### src/rtl/mtimer_pkg.sv
package mtimer_pkg;
    localparam int NCH   = 4;
    localparam int DIR_FW = 4;
    localparam int ACT_W = 3;
    localparam int SELW  = $clog2(NCH);

    typedef enum logic [1:0] {
        AL_PLAIN = 2'd0,
        AL_SET   = 2'd1,
        AL_CLR   = 2'd2,
        AL_TOG   = 2'd3
    } alias_op_e;

    localparam logic [3:0] RI_FLAG = 4'd0;
    localparam logic [3:0] RI_CTRL = 4'd1;
    localparam logic [3:0] RI_DIR  = 4'd2;
    localparam logic [3:0] RI_CNT0 = 4'd3;
    localparam logic [3:0] RI_PRE  = 4'd7;
    localparam logic [3:0] RI_PCNT = 4'd8;
    localparam logic [3:0] RI_MCTL = 4'd9;
    localparam logic [3:0] RI_MV0  = 4'd10;
endpackage

### src/rtl/mtimer_prescaler.sv
module mtimer_prescaler #(
    parameter int W = 32
) (
    input  logic         clk,
    input  logic         rst_n,
    input  logic         run,
    input  logic         clr,
    input  logic [W-1:0] limit,
    output logic         tick,
    output logic [W-1:0] pcnt
);
    logic [W-1:0] pc_d, pc_q;

    assign tick = run && (pc_q >= limit);
    assign pcnt = pc_q;

    always_comb begin
        pc_d = pc_q;
        if (clr) begin
            pc_d = '0;
        end else if (run) begin
            pc_d = tick ? '0 : pc_q + W'(1);
        end
    end

    always_ff @(posedge clk or negedge rst_n) begin
        if (!rst_n) pc_q <= '0;
        else        pc_q <= pc_d;
    end

    // a tick restarts the prescale count
    a_r6_restart: assert property (@(posedge clk) disable iff (!rst_n)
        (run && !clr && tick) |=> (pcnt == '0));
    // between ticks the prescale count steps by one
    a_r6_step: assert property (@(posedge clk) disable iff (!rst_n)
        (run && !clr && !tick) |=> (pcnt == $past(pcnt) + W'(1)));
    // a channel reset clears the prescale count
    a_r4_pc_clear: assert property (@(posedge clk) disable iff (!rst_n)
        clr |=> (pcnt == '0));
endmodule

### src/rtl/mtimer_channel.sv
module mtimer_channel #(
    parameter int W = 32
) (
    input  logic         clk,
    input  logic         rst_n,
    input  logic         tick,
    input  logic         en,
    input  logic         clr,
    input  logic         down,
    input  logic [W-1:0] mval,
    input  logic         act_rst,
    input  logic         act_stop,
    output logic [W-1:0] cnt,
    output logic         hit
);
    logic [W-1:0] cnt_d, cnt_q;

    assign cnt = cnt_q;
    assign hit = tick && en && !clr && (cnt_q == mval);

    always_comb begin
        cnt_d = cnt_q;
        if (clr) begin
            cnt_d = '0;
        end else if (tick && en) begin
            if (hit && act_rst)       cnt_d = '0;
            else if (hit && act_stop) cnt_d = cnt_q;
            else if (down)            cnt_d = cnt_q - W'(1);
            else                      cnt_d = cnt_q + W'(1);
        end
    end

    always_ff @(posedge clk or negedge rst_n) begin
        if (!rst_n) cnt_q <= '0;
        else        cnt_q <= cnt_d;
    end

    // held reset keeps the counter at zero
    a_r4_clr_zero: assert property (@(posedge clk) disable iff (!rst_n)
        clr |=> (cnt == '0));
    // up counting steps by one per tick
    a_r5_up: assert property (@(posedge clk) disable iff (!rst_n)
        (tick && en && !clr && !hit && !down) |=> (cnt == $past(cnt) + W'(1)));
    // down counting steps by minus one per tick
    a_r5_down: assert property (@(posedge clk) disable iff (!rst_n)
        (tick && en && !clr && !hit && down) |=> (cnt == $past(cnt) - W'(1)));
    // match with return-to-zero action
    a_r8_match_zero: assert property (@(posedge clk) disable iff (!rst_n)
        (hit && act_rst) |=> (cnt == '0));
endmodule

### src/rtl/mtimer_top.sv
module mtimer_top
    import mtimer_pkg::*;
#(
    parameter int DW = 32
) (
    input  logic          clk,
    input  logic          rst_n,
    input  logic          bus_wr,
    input  logic          bus_rd,
    input  logic [7:0]    bus_addr,
    input  logic [DW-1:0] bus_wdata,
    output logic [DW-1:0] bus_rdata,
    output logic          irq
);
    localparam logic [3:0] RI_CNT_END = RI_CNT0 + 4'(NCH);
    localparam logic [3:0] RI_MV_END  = RI_MV0 + 4'(NCH);

    typedef struct packed {
        logic [NCH-1:0]          flag;
        logic [2*NCH-1:0]        ctrl;
        logic [DIR_FW*NCH-1:0]   dir;
        logic [DW-1:0]           presc;
        logic [ACT_W*NCH-1:0]    mctl;
        logic [NCH-1:0][DW-1:0]  mval;
    } regs_t;

    regs_t r_d, r_q;

    logic [3:0]              idx;
    alias_op_e               op;
    logic [SELW-1:0]         csel, msel;
    logic                    in_cnt, in_mv;
    logic [DW-1:0]           cur, nxt, rd_val;
    logic [NCH-1:0][DW-1:0]  cnt;
    logic [NCH-1:0]          hit, stop_hit, int_en;
    logic                    tick, any_en, any_clr;
    logic [DW-1:0]           pcnt;
    logic                    unused_lsb;

    assign idx        = bus_addr[7:4];
    assign op         = alias_op_e'(bus_addr[3:2]);
    assign unused_lsb = ^bus_addr[1:0];
    assign in_cnt     = (idx >= RI_CNT0) && (idx < RI_CNT_END);
    assign in_mv      = (idx >= RI_MV0) && (idx < RI_MV_END);
    assign csel       = SELW'(idx - RI_CNT0);
    assign msel       = SELW'(idx - RI_MV0);
    assign any_en     = |r_q.ctrl[NCH-1:0];
    assign any_clr    = |r_q.ctrl[2*NCH-1:NCH];

    function automatic logic [DW-1:0] alias_apply(alias_op_e o, logic [DW-1:0] c,
                                                  logic [DW-1:0] w);
        case (o)
            AL_PLAIN: return w;
            AL_SET:   return c | w;
            AL_CLR:   return c & ~w;
            default:  return c ^ w;
        endcase
    endfunction

    mtimer_prescaler #(.W(DW)) u_pre (
        .clk   (clk),
        .rst_n (rst_n),
        .run   (any_en),
        .clr   (any_clr),
        .limit (r_q.presc),
        .tick  (tick),
        .pcnt  (pcnt)
    );

    for (genvar n = 0; n < NCH; n++) begin : g_ch
        mtimer_channel #(.W(DW)) u_ch (
            .clk      (clk),
            .rst_n    (rst_n),
            .tick     (tick),
            .en       (r_q.ctrl[n]),
            .clr      (r_q.ctrl[NCH+n]),
            .down     (r_q.dir[DIR_FW*n +: 2] == 2'b01),
            .mval     (r_q.mval[n]),
            .act_rst  (r_q.mctl[ACT_W*n+1]),
            .act_stop (r_q.mctl[ACT_W*n+2]),
            .cnt      (cnt[n]),
            .hit      (hit[n])
        );
        assign stop_hit[n] = hit[n] && r_q.mctl[ACT_W*n+2];
        assign int_en[n]   = r_q.mctl[ACT_W*n];

        // a stopping match drops the channel enable
        a_r9_stop_clears_en: assert property (@(posedge clk) disable iff (!rst_n)
            stop_hit[n] |=> !r_q.ctrl[n]);
        // a match always leaves its flag set, even against a clear
        a_r10_hit_sets_flag: assert property (@(posedge clk) disable iff (!rst_n)
            hit[n] |=> r_q.flag[n]);
    end

    always_comb begin
        cur = '0;
        case (idx)
            RI_FLAG: cur[NCH-1:0]          = r_q.flag;
            RI_CTRL: cur[2*NCH-1:0]        = r_q.ctrl;
            RI_DIR:  cur[DIR_FW*NCH-1:0]   = r_q.dir;
            RI_PRE:  cur                   = r_q.presc;
            RI_MCTL: cur[ACT_W*NCH-1:0]    = r_q.mctl;
            default: if (in_mv) cur = r_q.mval[msel];
        endcase
        nxt = alias_apply(op, cur, bus_wdata);

        r_d = r_q;
        if (bus_wr) begin
            case (idx)
                RI_FLAG: r_d.flag = (op == AL_PLAIN) ? (r_q.flag & ~bus_wdata[NCH-1:0])
                                                     : nxt[NCH-1:0];
                RI_CTRL: r_d.ctrl  = nxt[2*NCH-1:0];
                RI_DIR:  r_d.dir   = nxt[DIR_FW*NCH-1:0];
                RI_PRE:  r_d.presc = nxt;
                RI_MCTL: r_d.mctl  = nxt[ACT_W*NCH-1:0];
                default: if (in_mv) r_d.mval[msel] = nxt;
            endcase
        end
        r_d.flag           = r_d.flag | hit;
        r_d.ctrl[NCH-1:0]  = r_d.ctrl[NCH-1:0] & ~stop_hit;
    end

    always_ff @(posedge clk or negedge rst_n) begin
        if (!rst_n) r_q <= '0;
        else        r_q <= r_d;
    end

    always_comb begin
        rd_val = '0;
        case (idx)
            RI_FLAG: rd_val[NCH-1:0]        = r_q.flag;
            RI_CTRL: rd_val[2*NCH-1:0]      = r_q.ctrl;
            RI_DIR:  rd_val[DIR_FW*NCH-1:0] = r_q.dir;
            RI_PRE:  rd_val                 = r_q.presc;
            RI_PCNT: rd_val                 = pcnt;
            RI_MCTL: rd_val[ACT_W*NCH-1:0]  = r_q.mctl;
            default: begin
                if (in_cnt)     rd_val = cnt[csel];
                else if (in_mv) rd_val = r_q.mval[msel];
            end
        endcase
    end

    assign bus_rdata = bus_rd ? rd_val : '0;
    assign irq       = |(r_q.flag & int_en);

    // interrupt only with a pending, enabled flag
    a_r7_irq_source: assert property (@(posedge clk) disable iff (!rst_n)
        irq |-> (|r_q.flag));
endmodule

### config.mk
export PLATFORM = sky130hd
export DESIGN_NAME = mtimer_top
export DESIGN_NICKNAME = d
export VERILOG_FILES = /design/src/rtl/mtimer_pkg.sv /design/src/rtl/mtimer_prescaler.sv /design/src/rtl/mtimer_channel.sv /design/src/rtl/mtimer_top.sv
export SDC_FILE = /design/constraint.sdc
export NUM_CORES = 1
export LEC_CHECK = 0
export ABC_AREA = 1
export ABC_CLOCK_PERIOD_IN_PS = 4500
export BUFFER_PORTS_ARGS = -buffer_cell sky130_fd_sc_hd__buf_4
export CAP_MARGIN = 20
export CORE_AREA = 3 3 298 300
export DETAILED_ROUTE_END_ITERATION = 8
export DIE_AREA = 0 0 301 303
export RECOVER_POWER = 100
export SKIP_LAST_GASP = 1
export SYNTH_ARGS = -nofsm -noshare
export SYNTH_HDL_FRONTEND = slang
export SYNTH_SLANG_ARGS = --single-unit
### constraint.sdc
create_clock -name clk -period 4.5 [get_ports clk]
set_input_delay 0 -clock clk [delete_from_list [all_inputs] [get_ports clk]]
set_output_delay 0 -clock clk [all_outputs]
set_load 0.02 [all_outputs]
# Word level (Yosys, flattened, before mapping)
# Cells that the tools add are included.
[op_classes]
n_bitwise = 11
n_mux = 53
eq_ne = 19
reduce_logical = 51
magnitude_cmp = 8
addsub = 11
[op_table]
columns = ["operator", "n"]
rows = [
  ["32-bit 2-to-1 mux", 30],
  ["128-bit 2-to-1 mux", 2],
  ["200-bit 2-to-1 mux", 1],
  ["32-bit by 1-bit adder with 32-bit output (second input constant)", 5],
  ["32-bit binary-select mux with 2-bit select", 2],
  ["128-bit bitwise mux", 1],
  ["32-bit == test", 4],
  ["32-bit by 1-bit subtractor with 32-bit output (second input constant)", 4],
  ["32-bit one-hot mux with 3 select lines", 1],
  ["32-bit demux with 2-bit select", 1],
  ["4-bit one-hot mux with 5 select lines", 3],
  ["16-bit one-hot mux with 3 select lines", 1],
  ["4-bit one-hot mux with 6 select lines", 2],
  ["32-bit bitwise AND", 1],
  ["32-bit greater-or-equal comparator", 1],
  ["32-bit NOT", 1],
  ["32-bit bitwise OR", 1],
  ["16-bit one-hot mux with 2 select lines", 1],
  ["4-bit one-hot mux with 4 select lines", 2],
  ["32-bit XOR", 1],
  ["1-bit logical AND", 24],
  ["16-bit 2-to-1 mux", 1],
  ["2-bit AND reduction", 8],
  ["4-bit OR reduction", 4],
  ["other kinds (30)", 51],
]
[totals]
inputBits = 44
ff_bits = 360
wordCells = 168
out_inout_bits = 33

# Depth between registers and ports, before layout
# Gate-level depths: netlist of run 1.
[depth]
ltp_word = 12
depth_mapped = 21
mapped_depth_nobuf = 20

# Modules after synthesis
# Synthesis of run 1 repeated with hierarchy kept, for this count alone.
[unflattened]
cells_unflattened = 6139
hier_area_um2 = 35396.4
[by_module_without_submodules]
columns = ["module", "instances", "seq_area_each_um2", "area_per_inst_um2", "cells_per_inst"]
rows = [
  ["mtimer_top", 1, 5004.8, 13982.2, 2166],
  ["mtimer_channel (g_ch[1].u_ch ...)", 2, 800.8, 4564.4, 864],
  ["mtimer_channel (g_ch[0].u_ch)", 1, 800.8, 4621.9, 882],
  ["mtimer_channel (g_ch[3].u_ch)", 1, 800.8, 4610.7, 880],
  ["mtimer_prescaler", 1, 800.8, 3052.9, 483],
]

# Worst setup path after synthesis of run 1
# OpenSTA, ideal clock, no wires.
[synth_timing]
kind = "register to register"
from = "reg r_q[173] in the netlist's numbering"
to = "reg g_ch[0].u_ch.cnt_q[28]"
path_buffers = 0
setup_slack_ns = 1.166
stages_incl_launch_ff = 15
arrival_time_ns = 3.269
required_time_ns = 4.435
setup_ns = 0.065
period_less_slack_ns = 3.334
cell_sequence = "dfrtp_1 > nor2_1 > ha_1 > a21oi_1 > nand2_1 > a21oi_1 > o21ai_0 > a21o_1 > nand2_1 > nand2_1 > nand2_1 > nand2_1 > nor2_1 > nand2_1 > nand2_1"
[synth_via]
elab_chain_cells = 6
[synth_rtl]
columns = ["element", "line_no", "text"]
rows = [
  ["start, declared", "mtimer_top.sv:27", "regs_t r_d, r_q;"],
  ["start signal, assigned", "mtimer_top.sv:125", "else r_q <= r_d;"],
  ["2-bit by 1-bit == test with 1-bit output", "mtimer_top.sv:77", ".down (r_q.dir[DIR_FW*n +: 2] == 2'b01),"],
  ["32-bit 2-to-1 mux", "mtimer_channel.sv:28", "else if (down) cnt_d = cnt_q - W'(1);"],
  ["32-bit 2-to-1 mux", "mtimer_channel.sv:27", "else if (hit && act_stop) cnt_d = cnt_q;"],
  ["32-bit 2-to-1 mux", "mtimer_channel.sv:26", "if (hit && act_rst) cnt_d = '0;"],
  ["32-bit 2-to-1 mux", "mtimer_channel.sv:25", "end else if (tick && en) begin"],
  ["32-bit 2-to-1 mux", "mtimer_channel.sv:23", "if (clr) begin"],
  ["end signal, assigned", "mtimer_channel.sv:35", "else cnt_q <= cnt_d;"],
  ["end, declared", "mtimer_channel.sv:16", "logic [W-1:0] cnt_d, cnt_q;"],
]
# Every way passes these cells. The select of a mux whose other input is x is not followed.
# A chain may end at the register's enable or synchronous reset.

==> impl_metrics.env, run 1 <==
export IMPL_grt_overflow=0
export IMPL_avgSynthCellArea_um2=6.75
export IMPL_initial_utilization_pct=34.8
export IMPL_synth_cell_types=56
export IMPL_vias_per_cell=5.35
export IMPL_yosysTopAreaCellShare_pct=29.9
export IMPL_ys_flop_type="dfrtp_1"
export IMPL_postSynthCellCount=4467
export IMPL_root_buffer="clkbuf_16"
export IMPL_yosys_area_top_type="dfrtp_1"
export IMPL_crit_chain="buf_4 -> clkinvlp_2 -> ha_1 -> inv_1 -> nor2_1 -> a21oi_1 -> nand3_1 -> buf_4 -> nor3_1 -> inv_1 -> nor2_2 -> inv_1 -> o21ai_0"
export IMPL_synth_nets=4736
export IMPL_antenna_found_initial=4
export IMPL_rows=108
export IMPL_drc_errors=0
export IMPL_routed_wl_mm=118
export IMPL_area_delta_synth_final_pct=11.2
export IMPL_hp_class="primary input to register"
export IMPL_gp_congestion=0.987
export IMPL_critPathKind="primary input to register"
export IMPL_period_minus_slack_ps=3770
export IMPL_synth_area_leaders="dfrtp_1 (30%), nand2_1 (16%), ha_1 (9.2%)"
export IMPL_holdWs_ps=29.3
export IMPL_tns_ps=0
export IMPL_netlist_area_um2=30100
export IMPL_io_buffers=74
export IMPL_routedWlPerCell_um=20.6
export IMPL_fmax_ghz=0.266
export IMPL_async_flop_share_pct=100
export IMPL_end_kind="register"
export IMPL_ir_worst_vdd_mv=0.327
export IMPL_clk_path_buf_depth=3
export IMPL_clk_latency_ps=630
export IMPL_die_area_um2=91200
export IMPL_die_x_um=301
export IMPL_violations="capacitance limit, slew limit"
export IMPL_grt_pass1_wl_mm=176
export IMPL_dp_hpwl_mm=91.8
export IMPL_yosysSeqAreaShare_pct=29.9
export IMPL_cp_arrival_ps=4280
export IMPL_cpPeakStageDelay_ps=1130
export IMPL_clk_pin_slew_ps=60
export IMPL_drv_slew=100
export IMPL_cts_setup_buffers=0
export IMPL_p_total_mw=18.2
export IMPL_crit_required_ps=5020
export IMPL_startpoint_type="primary input"
export IMPL_cts_tree="done"
export IMPL_crit_fanout=36
export IMPL_first_pass_iters=6
export IMPL_outcome="finished, violations left"
export IMPL_ys_ff_latch=360
export IMPL_fin_skew_ps=42.3
export IMPL_p_per_area_nw_per_um2=543
export IMPL_io_pins=77
export IMPL_drive_above_1_share_pct=5.48
export IMPL_period_share_pct=83.7
export IMPL_relSlewSlack_pct=-86.6
export IMPL_synth_edf_count=0
export IMPL_rsz0062_at_grt="false"
export IMPL_yosysWarnings=0
export IMPL_ant_nets=0
export IMPL_grt_max_degree=149
export IMPL_tightest_slew_ps=2800
export IMPL_grt_pass1_vias=28590
export IMPL_worst_path_max_delay_cell="nor2_2"
export IMPL_core_um2=86500
export IMPL_routed_via_count=30705
export IMPL_h_tree_depth=2
export IMPL_cts_sinks=360
export IMPL_numCtsBuffers=48
export IMPL_drt_iter0_markers=3248
export IMPL_layout_nets=4813
export IMPL_maxCapViolations=3
export IMPL_track_usage_pct=25.4
export IMPL_crit_path_frequent_cell="inv_1"
export IMPL_die_y_um=303
export IMPL_hold_viol=0
export IMPL_total_leakage_power_nw=16.2
export IMPL_setup_violations_final=0
power breakdown:
part           leakage [nW]  internal [mW]  switching [mW]
clock network         0.791           2.33            1.63
logic                  10.8           2.95            5.57
registers              4.61           4.21            1.52
total                  16.2           9.48            8.72
critical path: cells and delay by family:
family | cells | cell delay, ps
buffers and inverters | 6 | 2000
and+or+nand+nor | 4 | 1520
adders and majority gates | 1 | 260
AOI/OAI and AO/OA | 2 | 480
per-stage QoR:
step,std cells,cell area (um2),worst slack (ps),utilization [%]
after global placement,5620,32000,1020,37.0
final,5736,33500,734,38.8
after CTS,5733,33800,1070,39.1
after global routing,5734,33500,433,38.7
after detailed placement,5620,32000,1010,37.0
after floorplan,4467,30100,1170,-
layout by cell type (no fill, tap or decap), types with 6 or more instances in the layout:
master / netlist / layout
clkbuf_16: 0 / 48
o211ai_1: 15 / 15
nor2_2: 8 / 14
a31oi_1: 10 / 10
nand4_1: 59 / 59
a21boi_0: 8 / 8
o21bai_1: 12 / 12
inv_2: 19 / 12
a311oi_1: 7 / 7
a21o_1: 22 / 22
nor2_1: 371 / 366
o21ai_0: 420 / 486
nor4_1: 10 / 10
o21ai_2: 14 / 11
clkbuf_1: 85 / 57
xnor2_1: 43 / 43
ha_1: 221 / 221
dlygate4sd3_1: 0 / 28
nand2_2: 15 / 10
a221oi_1: 43 / 43
nand3_1: 93 / 96
a21oi_1: 375 / 376
buf_4: 10 / 89
nor3_1: 44 / 46
a211oi_1: 43 / 43
o21ai_1: 77 / 14
clkinv_2: 1 / 14
nand3b_1: 18 / 18
o21a_1: 6 / 6
o22ai_1: 47 / 47
xor2_1: 106 / 106
dfrtp_1: 360 / 360
nand2_1: 1295 / 1302
inv_1: 506 / 513
or2_2: 10 / 10
cells by family after synthesis:
| logic type | count (synthesis) | synth area share (%) |
|---|---|---|
| adder cells (fa/ha/maj) | 225 | 9.44 |
| AND/OR/NAND/NOR | 1949 | 26.7 |
| flip-flops | 360 | 29.9 |
| buffers and inverters | 677 | 9.22 |
| XOR/XNOR | 149 | 4.33 |
| AO/OA/AOI/OAI | 1107 | 20.4 |
synth_stat cells (all sizes together) (43+ instances only):
| cell | number |
|---|---|
| a211oi | 43 |
| a21oi | 376 |
| a221oi | 43 |
| buf | 65 |
| clkbuf | 85 |
| dfrtp | 360 |
| ha | 221 |
| inv | 525 |
| nand2 | 1315 |
| nand3 | 101 |
| nand4 | 59 |
| nor2 | 385 |
| nor3 | 47 |
| o21ai | 511 |
| o22ai | 47 |
| xnor2 | 43 |
| xor2 | 106 |
worst paths after layout:
kind                                        from                                to  slack, ps  depth (start not counted)
min in group asynchronous                  rst_n        u_pre.pcnt[21]$_DFFE_PN0P_        810                          2
max reg2reg                 r_q[176]$_DFFE_PN0P_  g_ch[1].u_ch.cnt[19]$_DFFE_PN0P_        750                         13
min                                bus_wdata[12]              r_q[152]$_DFFE_PN0P_         30                          5
max                                  bus_addr[5]                          register        730                         13
max in group asynchronous                  rst_n   g_ch[1].u_ch.cnt[3]$_DFFE_PN0P_       1080                          3
min reg2reg                int_en[3]$_DFFE_PN0P_             int_en[3]$_DFFE_PN0P_        490                          2
timing repair:
item / in CTS / in global routing
hold endpoints to repair: 195 / 0
resized for setup: 0 / 0
hold buffers: 28 / 0
layout make-up:
type                            count  area (um2)
Antenna cell                        2        5.00
Sequential cell                   360        9010
Timing Repair Buffer              177        1220
Tap cell                         1155        1450
Inverter                          527        1980
Clock inverter                     27         297
Fill cell                        9393       53000
Multi-Input combinational cell   3430       18300
Clock buffer                       58        1290
metal layers:
layer / vias to the layer above / track usage, % / part of all wire (%)
met4: 0 / 11.7 / 5.1
met5: - / 0 / 0
met3: 239 / 3.60 / 8.0
li1: 14944 / - / -
met1: 14292 / 35.0 / 43
met2: 1230 / 39.4 / 44
(Power assumes the default switching activity.)
==> run 2, diff against run 1 <==
--- a/config.mk
+++ b/config.mk
@@ -5,13 +5,13 @@
 export SDC_FILE = /design/constraint.sdc
 export NUM_CORES = 1
 export LEC_CHECK = 0
-export ABC_AREA = 1
-export ABC_CLOCK_PERIOD_IN_PS = 4500
+export ABC_AREA = 0
+export ABC_CLOCK_PERIOD_IN_PS = 3800
 export BUFFER_PORTS_ARGS = -buffer_cell sky130_fd_sc_hd__buf_4
 export CAP_MARGIN = 20
-export CORE_AREA = 3 3 298 300
+export CORE_AREA = 3 3 280 282
 export DETAILED_ROUTE_END_ITERATION = 8
-export DIE_AREA = 0 0 301 303
+export DIE_AREA = 0 0 283 285
 export RECOVER_POWER = 100
 export SKIP_LAST_GASP = 1
 export SYNTH_ARGS = -nofsm -noshare
==> constraint.sdc (replaced) <==
create_clock -name clk -period 3.8 [get_ports clk]
set_input_delay 0 -clock clk [delete_from_list [all_inputs] [get_ports clk]]
set_output_delay 0 -clock clk [all_outputs]
set_load 0.02 [all_outputs]
==> impl_metrics.env, run 2 <==
export IMPL_outcome="finished, violations left"
export IMPL_violations="capacitance limit, slew limit"
export IMPL_yosysTopAreaCellShare_pct=33.8
export IMPL_cts_setup_buffers=0
export IMPL_fmax_ghz=0.272
export IMPL_h_tree_depth=2
export IMPL_fillers=7532
export IMPL_drt_iter0_markers=1868
export IMPL_io_buffers=74
export IMPL_cpPeakStageDelay_ps=550
export IMPL_antenna_found_initial=0
export IMPL_switching_power_mw=4.87
export IMPL_yosys_area_top_type="dfrtp_1"
export IMPL_dp_hpwl_mm=66.8
export IMPL_critPathKind="register to register"
export IMPL_pwr_share_clk_pct=32.7
export IMPL_crit_fanout=33
export IMPL_grt_pass1_vias=22404
export IMPL_critPathBufInv=2
export IMPL_end_kind="register"
export IMPL_relSlewSlack_pct=-68.9
export IMPL_first_pass_iters=5
export IMPL_ys_flop_type="dfrtp_1"
export IMPL_routed_wl_mm=86.9
export IMPL_ant_nets=0
export IMPL_period_share_pct=96.9
export IMPL_die_y_um=285
export IMPL_ys_ff_latch=360
export IMPL_place_area_um2=29200
export IMPL_critPathTopFamily="simple AND/OR/NAND/NOR gates"
export IMPL_p_sw_share_pct=35.3
export IMPL_synth_edf_count=0
export IMPL_netlist_area_um2=26600
export IMPL_grt_overflow=0
export IMPL_drc_errors=0
export IMPL_yosysWarnings=0
export IMPL_holdWs_ps=48.4
export IMPL_die_area_um2=80700
export IMPL_grt_max_degree=97
export IMPL_core_um2=75900
export IMPL_crit_required_ps=4250
export IMPL_clk_latency_ps=590
export IMPL_gp_congestion=1.03
export IMPL_vias_per_cell=5.55
export IMPL_synth_most_common_cell="dfrtp_1"
export IMPL_synth_area_leaders="dfrtp_1 (34%), ha_1 (10%), a21oi_1 (6.4%)"
export IMPL_drv_slew=93
export IMPL_track_usage_pct=21.1
export IMPL_synth_nets=3310
export IMPL_worst_path_max_delay_cell="xnor2_1"
export IMPL_cts_sinks=360
export IMPL_async_flop_share_pct=100
export IMPL_fin_skew_ps=32.0
export IMPL_crit_chain="xnor2_1 -> nand4_1 -> nor4_1 -> nand4_1 -> nor4_1 -> clkbuf_1 -> o21ai_0 -> and3_1 -> clkbuf_4 -> nor2b_1 -> o31a_1"
export IMPL_setup_violations_final=0
export IMPL_synth_cell_types=72
export IMPL_postSynthCellCount=3041
export IMPL_numCtsBuffers=43
export IMPL_ff2ff_setup_slack_ps=120
export IMPL_io_pins=77
export IMPL_register_area_um2=9010
export IMPL_synth_top_cells_by_count="dfrtp_1 (360), nand2_1 (346), a21oi_1 (339)"
export IMPL_avgSynthCellArea_um2=8.76
export IMPL_grt_pass1_wl_mm=134
export IMPL_period_minus_slack_ps=3680
export IMPL_total_leakage_power_nw=14.1
export IMPL_yosysSeqAreaShare_pct=33.8
export IMPL_final_cell_mix="dfrtp_1 (360), nand2_1 (345), a21oi_1 (338)"
export IMPL_ir_worst_vdd_mv=0.291
export IMPL_power_frac_comb_pct=29.8
export IMPL_initial_utilization_pct=35.1
export IMPL_cp_arrival_ps=4140
export IMPL_power_internal_mw=8.93
export IMPL_tightest_slew_ps=2530
export IMPL_multi_input_area_um2=16700
export IMPL_hp_class="primary input to register"
export IMPL_finalInstanceArea_um2=30600
export IMPL_area_delta_synth_final_pct=15.0
export IMPL_startpoint_type="register"
export IMPL_hold_viol=0
export IMPL_routed_via_count=23357
export IMPL_maxCapViolations=1
export IMPL_layout_nets=3412
export IMPL_routedWlPerCell_um=20.6
export IMPL_root_buffer="clkbuf_16"
export IMPL_clk_pin_slew_ps=60
export IMPL_cts_tree="done"
export IMPL_p_per_area_nw_per_um2=450
export IMPL_p_seq_share_pct=37.4
export IMPL_antenna_cells=0
export IMPL_rows=101
export IMPL_final_common_cell="dfrtp_1"
export IMPL_die_x_um=283
export IMPL_drive_above_1_share_pct=10.8
export IMPL_clk_path_buf_depth=3
run 2: changes by cell type after synthesis, moves of 65 or more:
cell / previous run / this run
xnor2_1: 43 / 139
nor2_1: 371 / 288
a22o_1: 0 / 99
inv_1: 506 / 134
o21ai_1: 77 / 0
mux4_2: 0 / 65
nand2_1: 1295 / 346
o21ai_0: 420 / 211
run 2: layer usage:
layer  track usage (%)  share of wire, %  vias to the layer above
met5                 0                 0                        -
met2              32.9                44                      791
met4              8.39               4.4                        0
met3              2.97               6.2                      163
met1              29.7                45                    11228
li1                  -                 -                    11175
run 2: per-stage QoR:
stage / util, % / power, mW / setup WS (ps) / TNS, ps / instances
6_report: 40.4 / 13.8 / 118 / 0 / 4207
2_1_floorplan: - / 7.73 / -206 / -206 / 3041
3_5_place_dp: 38.5 / 9.27 / 144 / 0 / 4115
4_1_cts: 40.6 / 13.9 / 118 / 0 / 4206
3_3_place_gp: 38.5 / 9.19 / 162 / 0 / 4115
5_1_grt: 40.4 / 14.5 / -3.87 / -3.87 / 4207
run 2: tightest hold or removal path: cells and delay by family:
family / cells / cell delay [ps]
compound gates: 3 / 450
buf+inv: 1 / 150
run 2: logic make-up (layout without fill, tap and decap cells):
group	after synthesis	after routing	synth area share, %
simple gates	881	881	14.6
compound gates	976	976	23.1
flops	360	360	33.8
fa+ha+maj	225	225	10.7
xor+xnor	236	236	7.76
buf+inv	285	421	4.04
mux	78	78	6.03
run 2: final cells by class:
class | instances | share of cell area (%)
Clock inverter | 14 | 0.751
Timing Repair Buffer | 208 | 5.37
Tap cell | 1030 | 4.21
Multi-Input combinational cell | 2396 | 54.4
Clock buffer | 65 | 4.25
Inverter | 134 | 1.64
Sequential cell | 360 | 29.4
run 2: power groups by stage:
stage | Sequential, mW | Combinational (mW) | Clock, mW
finish | 5.16 | 4.11 | 4.52
global placement | 5.19 | 4.01 | 0
detailed placement | 5.19 | 4.07 | 0
global route | 5.23 | 4.53 | 4.75
CTS | 5.13 | 4.12 | 4.60
floorplan | 4.93 | 2.80 | 0
run 2: timing repair:
action,in CTS,in global routing
hold endpoints to repair,93,0
resized for setup,0,11
hold buffers,12,0
setup endpoints to repair,0,13
run 2: path summary, 6_finish.rpt:
check	start	to	cells after the start
worst max register to register	g_ch[3].u_ch.cnt[7]$_DFFE_PN0P_	g_ch[3].u_ch.cnt[31]$_DFFE_PN0P_	11
max in group asynchronous	rst_n	g_ch[3].u_ch.cnt[31]$_DFFE_PN0P_	3
worst max-delay path	g_ch[3].u_ch.cnt[7]$_DFFE_PN0P_	g_ch[3].u_ch.cnt[31]$_DFFE_PN0P_	11
worst min register to register	r_q[161]$_DFFE_PN0P_	r_q[161]$_DFFE_PN0P_	2
worst min-delay path	bus_wr	r_q[198]$_DFF_PN0_	4
min in group asynchronous	rst_n	u_pre.pcnt[0]$_DFFE_PN0P_	2
